<file path="src/rtl/flow_seq_pkg.sv">
package flow_seq_pkg;

   localparam logic [7:0] OPC_HALT  = 8'h00;
   localparam logic [7:0] OPC_JMP   = 8'hC0;
   localparam logic [7:0] OPC_CALL  = 8'hCA;
   localparam logic [7:0] OPC_RET   = 8'hCB;
   localparam logic [7:0] OPC_INT   = 8'hCC;
   localparam logic [7:0] OPC_IRET  = 8'hCD;
   localparam logic [7:0] OPC_PUSH  = 8'hE0;
   localparam logic [7:0] OPC_POP   = 8'hE1;
   localparam logic [7:0] OPC_PUSHF = 8'hEA;
   localparam logic [7:0] OPC_POPF  = 8'hEB;
   localparam logic [7:0] OPC_STI   = 8'hFC;
   localparam logic [7:0] OPC_CLI   = 8'hFD;
   localparam logic [7:0] OPC_NOP   = 8'hFF;

   typedef enum logic [2:0] {
      ST_RUN,
      ST_RETLD,
      ST_VECRD,
      ST_VECLD,
      ST_POPRD,
      ST_HALT
   } seq_state_t;

endpackage

</file>
<file path="src/rtl/flow_seq_branch.sv">
module flow_seq_branch
   import flow_seq_pkg::*;
#(
   parameter int AW = 8,
   parameter int DW = 8
) (
   input  logic [7:0]    code,
   input  logic [DW-1:0] disp,
   input  logic          fz,
   input  logic          fs,
   input  logic          fo,
   input  logic [AW-1:0] cur_ip,
   output logic          is_branch,
   output logic [AW-1:0] next_ip
);
   localparam int NPAIR = 3;
   localparam int NCODE = 2 * NPAIR + 1;
   localparam logic [AW-1:0] STEP2 = AW'(2);

   logic [NPAIR-1:0] flv;
   logic [NCODE-1:0] hit_v;
   logic [NCODE-1:0] take_v;
   logic             taken;

   assign flv = {fo, fs, fz};

   assign hit_v[0]  = (code == OPC_JMP);
   assign take_v[0] = 1'b1;

   for (genvar k = 0; k < NPAIR; k++) begin : g_pair
      assign hit_v[2*k+1]  = (code == OPC_JMP + 8'(2*k+1));
      assign take_v[2*k+1] = flv[k];
      assign hit_v[2*k+2]  = (code == OPC_JMP + 8'(2*k+2));
      assign take_v[2*k+2] = ~flv[k];
   end

   assign is_branch = |hit_v;
   assign taken     = |(hit_v & take_v);
   assign next_ip   = taken ? cur_ip + disp[AW-1:0] : cur_ip + STEP2;

endmodule

</file>
<file path="src/rtl/flow_seq_stack.sv">
module flow_seq_stack #(
   parameter int AW     = 8,
   parameter int SP_RST = 'hBF
) (
   input  logic          clk,
   input  logic          rst_n,
   input  logic          push,
   input  logic          pop,
   output logic [AW-1:0] sp,
   output logic [AW-1:0] sp_up
);
   localparam logic [AW-1:0] ONE  = AW'(1);
   localparam logic [AW-1:0] INIT = AW'(SP_RST);

   logic [AW-1:0] sp_q;

   assign sp    = sp_q;
   assign sp_up = sp_q + ONE;

   always_ff @(posedge clk) begin
      if (!rst_n)
         sp_q <= INIT;
      else if (push)
         sp_q <= sp_q - ONE;
      else if (pop)
         sp_q <= sp_up;
   end

endmodule

</file>
<file path="src/rtl/flow_seq.sv">
module flow_seq
   import flow_seq_pkg::*;
#(
   parameter int AW     = 8,
   parameter int DW     = 8,
   parameter int IP_RST = 'h00,
   parameter int SP_RST = 'hBF,
   parameter int HW_VEC = 'h02
) (
   input  logic          clk,
   input  logic          rst_n,
   input  logic          op_valid,
   output logic          op_ready,
   input  logic [7:0]    op_code,
   input  logic [DW-1:0] op_arg,
   input  logic [1:0]    op_len,
   input  logic          flag_z,
   input  logic          flag_s,
   input  logic          flag_o,
   input  logic [DW-1:0] push_data,
   input  logic [DW-1:0] status_in,
   input  logic          irq,
   output logic [AW-1:0] mem_addr,
   output logic          mem_we,
   output logic          mem_re,
   output logic [DW-1:0] mem_wdata,
   input  logic [DW-1:0] mem_rdata,
   output logic          pop_valid,
   output logic          pop_flags,
   output logic [DW-1:0] pop_data,
   output logic [AW-1:0] ip,
   output logic [AW-1:0] sp,
   output logic          int_en,
   output logic          halted
);
   localparam int ASPAN = 1 << AW;
   localparam logic [AW-1:0] IP_INIT = AW'(IP_RST);
   localparam logic [AW-1:0] VEC_HW  = AW'(HW_VEC);
   localparam logic [AW-1:0] STEP1   = AW'(1);
   localparam logic [AW-1:0] STEP2   = AW'(2);

   if (AW < 2) begin : g_bad_aw
      $error("flow_seq: AW must be at least 2");
   end
   if (DW < AW) begin : g_bad_dw
      $error("flow_seq: DW must hold a full address");
   end
   if (HW_VEC >= ASPAN || SP_RST >= ASPAN || IP_RST >= ASPAN) begin : g_bad_const
      $error("flow_seq: reset or vector constant outside address space");
   end

   seq_state_t    state_q, state_d;
   logic [AW-1:0] ip_q, ip_d;
   logic [AW-1:0] vec_q, vec_d;
   logic          ien_q, ien_d;
   logic          popf_q, popf_d;
   logic          st_push, st_pop;
   logic [AW-1:0] sp_up;
   logic          is_br;
   logic [AW-1:0] br_ip;
   logic          in_run, irq_take, accept;

   flow_seq_branch #(.AW(AW), .DW(DW)) u_branch (
      .code      (op_code),
      .disp      (op_arg),
      .fz        (flag_z),
      .fs        (flag_s),
      .fo        (flag_o),
      .cur_ip    (ip_q),
      .is_branch (is_br),
      .next_ip   (br_ip)
   );

   flow_seq_stack #(.AW(AW), .SP_RST(SP_RST)) u_stack (
      .clk   (clk),
      .rst_n (rst_n),
      .push  (st_push),
      .pop   (st_pop),
      .sp    (sp),
      .sp_up (sp_up)
   );

   assign in_run   = (state_q == ST_RUN);
   assign irq_take = in_run && irq && ien_q;
   assign op_ready = in_run && !irq_take;
   assign accept   = op_valid && op_ready;

   always_comb begin
      state_d   = state_q;
      ip_d      = ip_q;
      vec_d     = vec_q;
      ien_d     = ien_q;
      popf_d    = popf_q;
      st_push   = 1'b0;
      st_pop    = 1'b0;
      mem_we    = 1'b0;
      mem_re    = 1'b0;
      mem_addr  = sp;
      mem_wdata = '0;
      case (state_q)
         ST_RUN: begin
            if (irq_take) begin
               mem_we    = 1'b1;
               mem_wdata = DW'(ip_q);
               st_push   = 1'b1;
               ien_d     = 1'b0;
               vec_d     = VEC_HW;
               state_d   = ST_VECRD;
            end else if (accept) begin
               if (is_br) begin
                  ip_d = br_ip;
               end else begin
                  case (op_code)
                     OPC_CALL: begin
                        mem_we    = 1'b1;
                        mem_wdata = DW'(ip_q + STEP2);
                        st_push   = 1'b1;
                        ip_d      = op_arg[AW-1:0];
                     end
                     OPC_RET, OPC_IRET: begin
                        st_pop   = 1'b1;
                        mem_re   = 1'b1;
                        mem_addr = sp_up;
                        state_d  = ST_RETLD;
                     end
                     OPC_INT: begin
                        mem_we    = 1'b1;
                        mem_wdata = DW'(ip_q + STEP2);
                        st_push   = 1'b1;
                        vec_d     = op_arg[AW-1:0];
                        state_d   = ST_VECRD;
                     end
                     OPC_PUSH: begin
                        mem_we    = 1'b1;
                        mem_wdata = push_data;
                        st_push   = 1'b1;
                        ip_d      = ip_q + STEP2;
                     end
                     OPC_PUSHF: begin
                        mem_we    = 1'b1;
                        mem_wdata = status_in;
                        st_push   = 1'b1;
                        ip_d      = ip_q + STEP1;
                     end
                     OPC_POP: begin
                        st_pop   = 1'b1;
                        mem_re   = 1'b1;
                        mem_addr = sp_up;
                        popf_d   = 1'b0;
                        ip_d     = ip_q + STEP2;
                        state_d  = ST_POPRD;
                     end
                     OPC_POPF: begin
                        st_pop   = 1'b1;
                        mem_re   = 1'b1;
                        mem_addr = sp_up;
                        popf_d   = 1'b1;
                        ip_d     = ip_q + STEP1;
                        state_d  = ST_POPRD;
                     end
                     OPC_STI: begin
                        ien_d = 1'b1;
                        ip_d  = ip_q + STEP1;
                     end
                     OPC_CLI: begin
                        ien_d = 1'b0;
                        ip_d  = ip_q + STEP1;
                     end
                     OPC_NOP: ip_d = ip_q + STEP1;
                     OPC_HALT: state_d = ST_HALT;
                     default: ip_d = ip_q + AW'(op_len);
                  endcase
               end
            end
         end
         ST_RETLD: begin
            ip_d    = mem_rdata[AW-1:0];
            state_d = ST_RUN;
         end
         ST_VECRD: begin
            mem_re   = 1'b1;
            mem_addr = vec_q;
            state_d  = ST_VECLD;
         end
         ST_VECLD: begin
            ip_d    = mem_rdata[AW-1:0];
            state_d = ST_RUN;
         end
         ST_POPRD: state_d = ST_RUN;
         ST_HALT:  state_d = ST_HALT;
         default:  state_d = ST_RUN;
      endcase
   end

   always_ff @(posedge clk) begin
      if (!rst_n) begin
         state_q <= ST_RUN;
         ip_q    <= IP_INIT;
         vec_q   <= VEC_HW;
         ien_q   <= 1'b0;
         popf_q  <= 1'b0;
      end else begin
         state_q <= state_d;
         ip_q    <= ip_d;
         vec_q   <= vec_d;
         ien_q   <= ien_d;
         popf_q  <= popf_d;
      end
   end

   assign ip        = ip_q;
   assign int_en    = ien_q;
   assign halted    = (state_q == ST_HALT);
   assign pop_valid = (state_q == ST_POPRD);
   assign pop_flags = popf_q;
   assign pop_data  = mem_rdata;

endmodule

</file>
<file path="config.mk">
export PLATFORM = sky130hd
export DESIGN_NAME = flow_seq
export DESIGN_NICKNAME = d
export VERILOG_FILES = /design/src/rtl/flow_seq_pkg.sv /design/src/rtl/flow_seq_branch.sv /design/src/rtl/flow_seq_stack.sv /design/src/rtl/flow_seq.sv
export SDC_FILE = /design/constraint.sdc
export NUM_CORES = 1
export LEC_CHECK = 0
export ABC_AREA = 1
export CAP_MARGIN = 10
export CORE_ASPECT_RATIO = 1.2
export CORE_MARGIN = 4
export CORE_UTILIZATION = 53
export DETAILED_ROUTE_END_ITERATION = 8
export PLACE_DENSITY = 0.89
export SLEW_MARGIN = 30
export SYNTH_ARGS = -nofsm -noshare
export SYNTH_HDL_FRONTEND = slang
export SYNTH_SLANG_ARGS = --single-unit
</file>
<file path="constraint.sdc">
create_clock -name clk -period 7.3 [get_ports clk]
set_input_delay 1.46 -clock clk [delete_from_list [all_inputs] [get_ports clk]]
set_output_delay 1.46 -clock clk [all_outputs]
set_load 0.02 [all_outputs]
</file>
==> impl_metrics.tcl, run 1 <==
set metrics [dict create \
    status "finished, final reports clean" \
    synth_nets 624 \
    grt_pass1_vias 3974 \
    hold_class "reg -> reg" \
    dieHeight_um 94.3 \
    rsz0062_at_grt "false" \
    worstSetupPathType "in -> out" \
    place.gp.congestion 0.951 \
    startpoint "op_code[6]" \
    io_buffers 95 \
    synth_simple_gate_area_share_pct 42.0 \
    synthMuxAreaShare_pct 0 \
    grt_use_total_pct 30.6 \
    clkSinkCount 29 \
    synth_ff_type "dfxtp_1" \
    synth_edf_count 0 \
    finalCritPeriodShare_pct 76.9 \
    drt_iter0_drc 275 \
    vias_per_cell 5.63 \
    synthCells 561 \
    max_freq_mhz 178 \
    synth_fa_ha_area_share_pct 5.79 \
    synthArstFlopShare_pct 0 \
    pin_count 96 \
    critical_path_arrival_ps 4160 \
    synth_top_family_by_area "simple AND/OR/NAND/NOR gates" \
    ir_drop_uv 67.9 \
    ant_nets 0 \
    cp.required_ps 5840 \
    min_from "vec_q[7]$_SDFFE_PN0P_" \
    synth_cell_types 38 \
    fin_crit_ps 5620 \
    leakage_nw 1.96 \
    hold_viol_final 0 \
    first_pass_iters 5 \
    drcViolationCount 0 \
    relSlewSlack_pct 34.7 \
    yosys-top-cells-area "dfxtp_1, nand2_1, nand3_1" \
    synth_top_area_share_pct 17.7 \
    yosysTopAreaCell "dfxtp_1" \
    layout-drive-gt1-share_pct 7.28 \
    num_rows 31 \
    vias 4102 \
    cp-end-kind "output port" \
    postSynthAreaPerCell_um2 5.86 \
    area_growth_pct 31.5 \
    power_mw 0.471 \
    cts_made_buffers 5 \
    fin_setup_tns_ps 0 \
    start_util_pct 54.7 \
    antenna_cells 0 \
    cts.reportedPaths.clkPinSlew_ps 70 \
    cts_tree "built" \
    critPathLaunchType "primary input" \
    clockBufferDepth 2 \
    wl_per_cell_um 15.8 \
    cts_max_level 2 \
    dp_cells 720 \
    antenna_found_initial 0 \
    cts_hold_buf 0 \
    overflow 0 \
    setup_viol 0 \
    final_max_slew_viol_count 0 \
    reg2reg_from "ip[1]$_SDFFE_PN0P_" \
    dieArea_um2 7530 \
    drv_cap 0 \
    finalWirelength_um 11500 \
    dp_hpwl_um 9320 \
    cts_resized 0 \
    critPathMaxFanout 11 \
    final_nets 708 \
    synth_compound_area_share_pct 17.8 \
    synth_warnings 0 \
    ys_ff_latch 29 \
    powerDensity_nw_per_um2 109 \
    die_w_um 79.9 \
    worst_pin_slew_ps 975 \
    clkLatencyLatePin_ps 290 \
    grt_max_degree 20 \
    core_area_um2 6010 \
    grt_pass1_wl_um 18200 \
    root_buffer "clkbuf_8" \
    seq_area_frac_synth_pct 17.7 \
    postCtsSetupRepairBufs 0 \
    synth-xor-area-share_pct 5.06 \
    finClkSkew_ps 6.33 \
    netlist_area_um2 3290 \
    stdcell_count 728 \
]
-- cell type report --
type                       count  area (um^2)
multi-input combinational    441         2320
sequential                    29          581
fill                         564         1690
timing repair buffer          96          958
tap                           82          103
clock buffer                   5         68.8
clock inverter                 3         17.5
inverter                      72          270
-- through the flow --
stage | hold slack (ps) | cell area [um^2] | utilization, % | setup slack [ps]
2_1_floorplan | 435 | 3290 | - | 2990
3_3_place_gp | 456 | 4230 | 70.4 | 1810
3_5_place_dp | 459 | 4230 | 70.4 | 1720
4_1_cts | 469 | 4320 | 71.8 | 1720
5_1_grt | 492 | 4320 | 71.8 | 1490
6_report | 468 | 4320 | 71.8 | 1680
-- power breakdown --
group          switching, mW  total [mW]  internal, mW  leakage (nW)
sequential            0.0107       0.174         0.163         0.236
combinational         0.0889       0.161        0.0719          1.68
clock                 0.0708       0.137        0.0658        0.0439
-- worst max-delay path, cell delays in order --
cell and delay (ps):
clkdlybuf4s50_1 480, nand2_1 110, nor2_1 510, nand2_1 160
nand2_1 160, nor2_4 70, nand3_2 110, inv_1 70
nand2_1 120, o21ai_1 100, a21oi_1 170, clkdlybuf4s50_1 630
-- sequential cells by signal, summed over array words and instances, names as in the netlist --
register / cells
pop_flags: 1
u_stack.sp: 8
vec_q: 8
int_en: 1
state_q: 3
ip: 8
-- path summary, 6_finish.rpt --
check / to / slack, ps / cells after the start
setup / recovery: mem_addr[1] / 1680 / 12
hold / removal: vec_q[7]$_SDFFE_PN0P_ / 470 / 2
setup reg to reg: ip[6]$_SDFFE_PN0P_ / 4970 / 10
hold reg to reg: vec_q[7]$_SDFFE_PN0P_ / 470 / 2
-- logic make-up (layout without fill, tap and decap cells) --
group	count (synthesis)	count (layout)
buf+inv	91	176
simple gates	305	305
flops	29	29
xor+xnor	19	19
fa+ha+maj	14	14
compound gates	103	103
-- cell usage after synthesis (2+ instances only) --
library cell and count:
nor3_1 9, a32o_1 2, clkbuf_1 6, nand3_1 60
nor2_4 5, nand4_1 2, or2_2 2, nand3_2 2
dfxtp_1 29, buf_4 8, o22ai_1 11, nand2_1 153
nor2_2 8, o211ai_1 5, o21ai_1 4, inv_2 7
fa_1 2, nand2_2 7, a21oi_1 46, o21ai_0 26
nand2_4 3, a31oi_1 2, inv_1 64, xor2_1 17
xnor2_1 2, a221oi_1 3, nor3_2 2, ha_1 12
buf_2 4, nor2_1 50
-- cell usage in the layout (no fill, tap or decap), drive strengths merged --
cell type,count
nand2,163
inv,71
a32o,2
xor2,17
o211ai,5
a221oi,3
nor3,12
a21oi,46
dfxtp,29
o22ai,11
a31oi,2
clkdlybuf4s50,95
or2,2
xnor2,2
clkbuf,5
ha,12
o21ai,31
a21o,1
clkinvlp,1
nor2,63
and3,1
nand4,2
clkinv,3
nand3,62
fa,2
buf,1
a311oi,1
o21a,1
-- per-layer routing --
| metal | GRT usage (%) | wire length, um | vias to the layer above |
|---|---|---|---|
| li1 | - | - | 2006 |
| met1 | 35.1 | 4530 | 1871 |
| met2 | 55.9 | 5900 | 185 |
| met3 | 4.03 | 649 | 40 |
| met4 | 13.2 | 425 | 0 |
| met5 | 0 | 0 | - |
Power figures use the tool's default switching activity.
==> run 2: changes to the inputs <==
- CORE_UTILIZATION: 53 -> 44
- PLACE_DENSITY: 0.89 -> 0.79
- clock period: 7.3 -> 4.5 ns (I/O delays scaled with it)
==> impl_metrics.tcl, run 2 (same netlist as run 1, synthesis figures left out) <==
set metrics [dict create \
    critPathMaxFanout 11 \
    finalCritPeriodShare_pct 95.3 \
    dp_cells 733 \
    wl_per_cell_um 15.3 \
    worstSetupPathType "in -> out" \
    vias 4004 \
    antenna_cells 0 \
    clkSinkCount 29 \
    critPathLaunchType "primary input" \
    start_util_pct 45.2 \
    pre_cts_slack_ps 150 \
    leakage_nw 2.00 \
    drv_cap 0 \
    final_nets 713 \
    grt_pass1_vias 3856 \
    ant_nets 0 \
    cts.reportedPaths.clkPinSlew_ps 70 \
    dieHeight_um 103 \
    critical_path_arrival_ps 3390 \
    layout-drive-gt1-share_pct 7.99 \
    vias_per_cell 5.40 \
    postPlaceCellArea_um2 4280 \
    place.gp.congestion 0.970 \
    final_util_pct 60.1 \
    dp_hpwl_um 9100 \
    hold_viol_final 0 \
    cp_common_cell "nand2_1" \
    critPathBufInv 4 \
    finClkSkew_ps 7.07 \
    layout_common_cells "nand2_1, clkdlybuf4s50_1, inv_1, nand3_1, nor2_1" \
    root_buffer "clkbuf_8" \
    clkLatencyLatePin_ps 290 \
    core_area_um2 7270 \
    max_freq_mhz 233 \
    worstPathCellList "clkdlybuf4s50_1 > inv_1 > nand2_1 > nor2_1 > buf_4 > nand2_1 > nand2_1 > nor2_4 > nand3_2 > nor2_2 > nand2_1 > nand2_1 > nand3_1 > nand3_1 > clkdlybuf4s50_1" \
    cp-end-kind "output port" \
    cts_max_level 2 \
    power_mw 0.766 \
    final_common_cell "nand2_1" \
    hold_class "reg -> reg" \
    grt_pass1_wl_um 18600 \
    drt_iter0_drc 184 \
    die_w_um 86.9 \
    dieArea_um2 8920 \
    r2r_slack_ps 2310 \
    num_rows 34 \
    cts_tree "built" \
    cpMaxStageDelayCell "clkdlybuf4s50_1" \
    finalWirelength_um 11300 \
    cpPeakStageDelay_ps 600 \
    final_max_slew_viol_count 0 \
    antenna_found_initial 0 \
    stdcell_area_um2 4370 \
    relSlewSlack_pct 48.8 \
    clockBufferDepth 2 \
    critical-path-top-delay-family "buffers and inverters" \
    pin_count 96 \
    holdWs_ps 471 \
    fin_setup_tns_ps 0 \
    overflow 0 \
    setup_viol 0 \
    status "finished, final reports clean" \
    fin_crit_ps 4290 \
    cts_hold_buf 0 \
    area_growth_pct 33.1 \
    grt_use_total_pct 26.1 \
    cp.required_ps 3600 \
    powerDensity_nw_per_um2 175 \
    drcViolationCount 0 \
    postCtsSetupRepairBufs 0 \
    worst_pin_slew_ps 768 \
    io_buffers 95 \
    ir_drop_uv 99.1 \
    stdcell_count 741 \
    grt_max_degree 20 \
    fill_cells 743 \
    cts_made_buffers 5 \
    rsz0062_at_grt "false" \
    first_pass_iters 5 \
    fin_ws_ps 212 \
]
[run 2: changes by cell type in the layout (fill, tap and decap cells not counted), sizes merged]
cell,change
buf,+5
clkdlybuf4s50,-1
dlymetal6s2s,+1
[run 2: tightest hold or removal path: stages (launching register included)]
cell and delay (ps):
dfxtp_1 320, nand2_1 60, a21oi_1 50
[run 2: path summary, 6_finish.rpt]
kind,startpoint,endpoint,cells past startpoint
max,op_code[5],mem_addr[7],15
min,vec_q[5]$_SDFFE_PN0P_,vec_q[5]$_SDFFE_PN0P_,2
max reg2reg,ip[0]$_SDFFE_PN0P_,ip[6]$_SDFFE_PN0P_,11
min reg2reg,vec_q[5]$_SDFFE_PN0P_,vec_q[5]$_SDFFE_PN0P_,2
[run 2: area by class of cell]
class / count / area, um^2 / share of cell area [%]
Multi-Input combinational cell: 441 / 2330 / 53.2
Tap cell: 90 / 113 / 2.57
Sequential cell: 29 / 581 / 13.3
Clock buffer: 5 / 68.8 / 1.57
Inverter: 72 / 270 / 6.18
Clock inverter: 3 / 17.5 / 0.400
Timing Repair Buffer: 101 / 998 / 22.8
[run 2: metal layers]
layer | vias to the layer above | global-route usage (%) | share of wire [%]
li1 | 2004 | - | -
met1 | 1831 | 31.4 | 41
met2 | 143 | 47.3 | 50
met3 | 26 | 3.20 | 5.9
met4 | 0 | 9.23 | 3.0
met5 | - | 0 | 0
[run 2: repair_timing]
item | 4_1_cts | 5_1_grt
gates resized for setup | 0 | 2
endpoints found under the setup margin | 0 | 5
endpoints found under the hold margin | 0 | 0
[run 2: power breakdown]
part	total [mW]	internal (mW)	switching, mW
clock network	0.225	0.107	0.118
registers	0.279	0.264	0.0149
logic	0.262	0.118	0.144
==> run 3: changes to the inputs <==
- CORE_MARGIN: 4 -> unset
- CORE_UTILIZATION: 44 -> 49
- PLACE_DENSITY: 0.79 -> 0.83
- clock period: 4.5 -> 4.2 ns (I/O delays scaled with it)
==> impl_metrics.tcl, run 3 (same netlist as run 1, synthesis figures left out) <==
set metrics [dict create \
    first_pass_iters 5 \
    wl_per_cell_um 14.9 \
    cpMaxStageDelayCell "clkdlybuf4s50_1" \
    root_buffer "clkbuf_8" \
    overflow 0 \
    reg2reg_from "ip[1]$_SDFFE_PN0P_" \
    cpPeakStageDelay_ps 650 \
    finalCritPeriodShare_pct 96.7 \
    cp.required_ps 3360 \
    critPathLaunchType "primary input" \
    critical_path_arrival_ps 3220 \
    core_area_um2 6450 \
    r2r_slack_ps 1860 \
    holdPathStages 2 \
    drt_iter0_drc 285 \
    status "finished, final reports clean" \
    drv_cap 0 \
    path_depth 8 \
    setup_viol 0 \
    final_common_cell "nand2_1" \
    pin_count 96 \
    dp_hpwl_um 9000 \
    num_rows 32 \
    clockBufferDepth 2 \
    leakage_nw 2.08 \
    hold_viol_final 0 \
    cts_max_level 2 \
    finClkSkew_ps 4.60 \
    cts_made_buffers 5 \
    area_growth_pct 35.2 \
    drcViolationCount 0 \
    antenna_found_initial 0 \
    critPathMaxFanout 7 \
    layout-drive-gt1-share_pct 8.26 \
    postCtsSetupRepairBufs 0 \
    grt_pass1_wl_um 18700 \
    critPathBufInv 3 \
    antenna_cells 0 \
    dieHeight_um 91.7 \
    cp-end-kind "output port" \
    critical-path-top-delay-family "buffers and inverters" \
    postPlaceCellArea_um2 4300 \
    place.gp.congestion 0.950 \
    clkLatencyLatePin_ps 290 \
    worst-r2r-cell-count 10 \
    worst_pin_slew_ps 725 \
    fin_crit_ps 4060 \
    grt_use_total_pct 33.1 \
    relSlewSlack_pct 51.4 \
    worstPathCellList "clkdlybuf4s50_1 > nor2_1 > nand2_2 > nor2_1 > buf_4 > a221oi_1 > o22ai_1 > clkdlybuf4s50_1" \
    hold_class "reg -> reg" \
    reg2reg_to "ip[6]$_SDFFE_PN0P_" \
    max_freq_mhz 246 \
    ir_drop_uv 168 \
    stdcell_area_um2 4440 \
    final_nets 716 \
    cts.reportedPaths.clkPinSlew_ps 60 \
    grt_max_degree 20 \
    vias_per_cell 5.54 \
    pre_cts_slack_ps 76.1 \
    dieArea_um2 7040 \
    start_util_pct 51.0 \
    finalWirelength_um 11000 \
    clkSinkCount 29 \
    fin_setup_tns_ps 0 \
    cts_tree "built" \
    layout_common_cells "nand2_1, clkdlybuf4s50_1, inv_1, nand3_1, nor2_1" \
    ant_nets 0 \
    startpoint "op_code[1]" \
    cts_resized 0 \
    powerDensity_nw_per_um2 200 \
    cts_hold_buf 0 \
    fin_ws_ps 140 \
    endpoint "mem_wdata[5]" \
    worstSetupPathType "in -> out" \
    die_w_um 76.8 \
    grt_pass1_vias 4041 \
    io_buffers 95 \
    vias 4095 \
    final_max_slew_viol_count 0 \
]
[run 3: changes by cell type in the layout (fill, tap and decap cells not counted), moves of 2 or more]
cell             change
dlymetal6s2s_1       +9
clkinv_2             -2
o21ai_0              -2
buf_4                +3
clkdlybuf4s50_1      -9
o21ai_1              +2
[run 3: final cells by class]
cell class | instances | area (um^2)
Sequential cell | 29 | 581
Tap cell | 85 | 106
Inverter | 72 | 270
Multi-Input combinational cell | 441 | 2330
Fill cell | 607 | 2000
Clock buffer | 7 | 86.3
Clock inverter | 1 | 30.0
Timing Repair Buffer | 104 | 1040
[run 3: worst min-delay path by stage]
stage	from	end	slack, ps
global route	vec_q[0]$_SDFFE_PN0P_	vec_q[0]$_SDFFE_PN0P_	490
global placement	vec_q[0]$_SDFFE_PN0P_	vec_q[0]$_SDFFE_PN0P_	460
floorplan	vec_q[1]$_SDFFE_PN1P_	vec_q[1]$_SDFFE_PN1P_	430
detailed placement	vec_q[4]$_SDFFE_PN0P_	vec_q[4]$_SDFFE_PN0P_	460
finish	vec_q[0]$_SDFFE_PN0P_	vec_q[0]$_SDFFE_PN0P_	470
CTS	vec_q[0]$_SDFFE_PN0P_	vec_q[0]$_SDFFE_PN0P_	470
[run 3: tightest hold or removal path, stage by stage (launching register included)]
cell and delay, ps:
dfxtp_1 310, nand2_1 60, a21oi_1 50
[run 3: routing by layer]
metal / share of wire (%) / wire length (um) / vias to the layer above / track usage [%]
li1: - / - / 2019 / -
met1: 40 / 4450 / 1841 / 38.0
met2: 50 / 5560 / 199 / 59.9
met3: 6.2 / 679 / 36 / 4.08
met4: 3.2 / 350 / 0 / 15.7
met5: 0 / 0 / - / 0
[run 3: power breakdown]
group / total (mW) / switching (mW) / internal (mW)
clock network: 0.308 / 0.114 / 0.193
logic: 0.280 / 0.153 / 0.126
registers: 0.302 / 0.0188 / 0.283
[run 3: per-stage QoR]
step                      hold slack [ps]  util [%]  instances  power, mW
after global routing                  493      68.9        739      0.938
after CTS                             468      68.5        739      0.892
final                                 468      68.9        739      0.890
after detailed placement              458      66.7        731      0.584
after floorplan                       435         -        561      0.463
after global placement                455      66.7        731      0.581
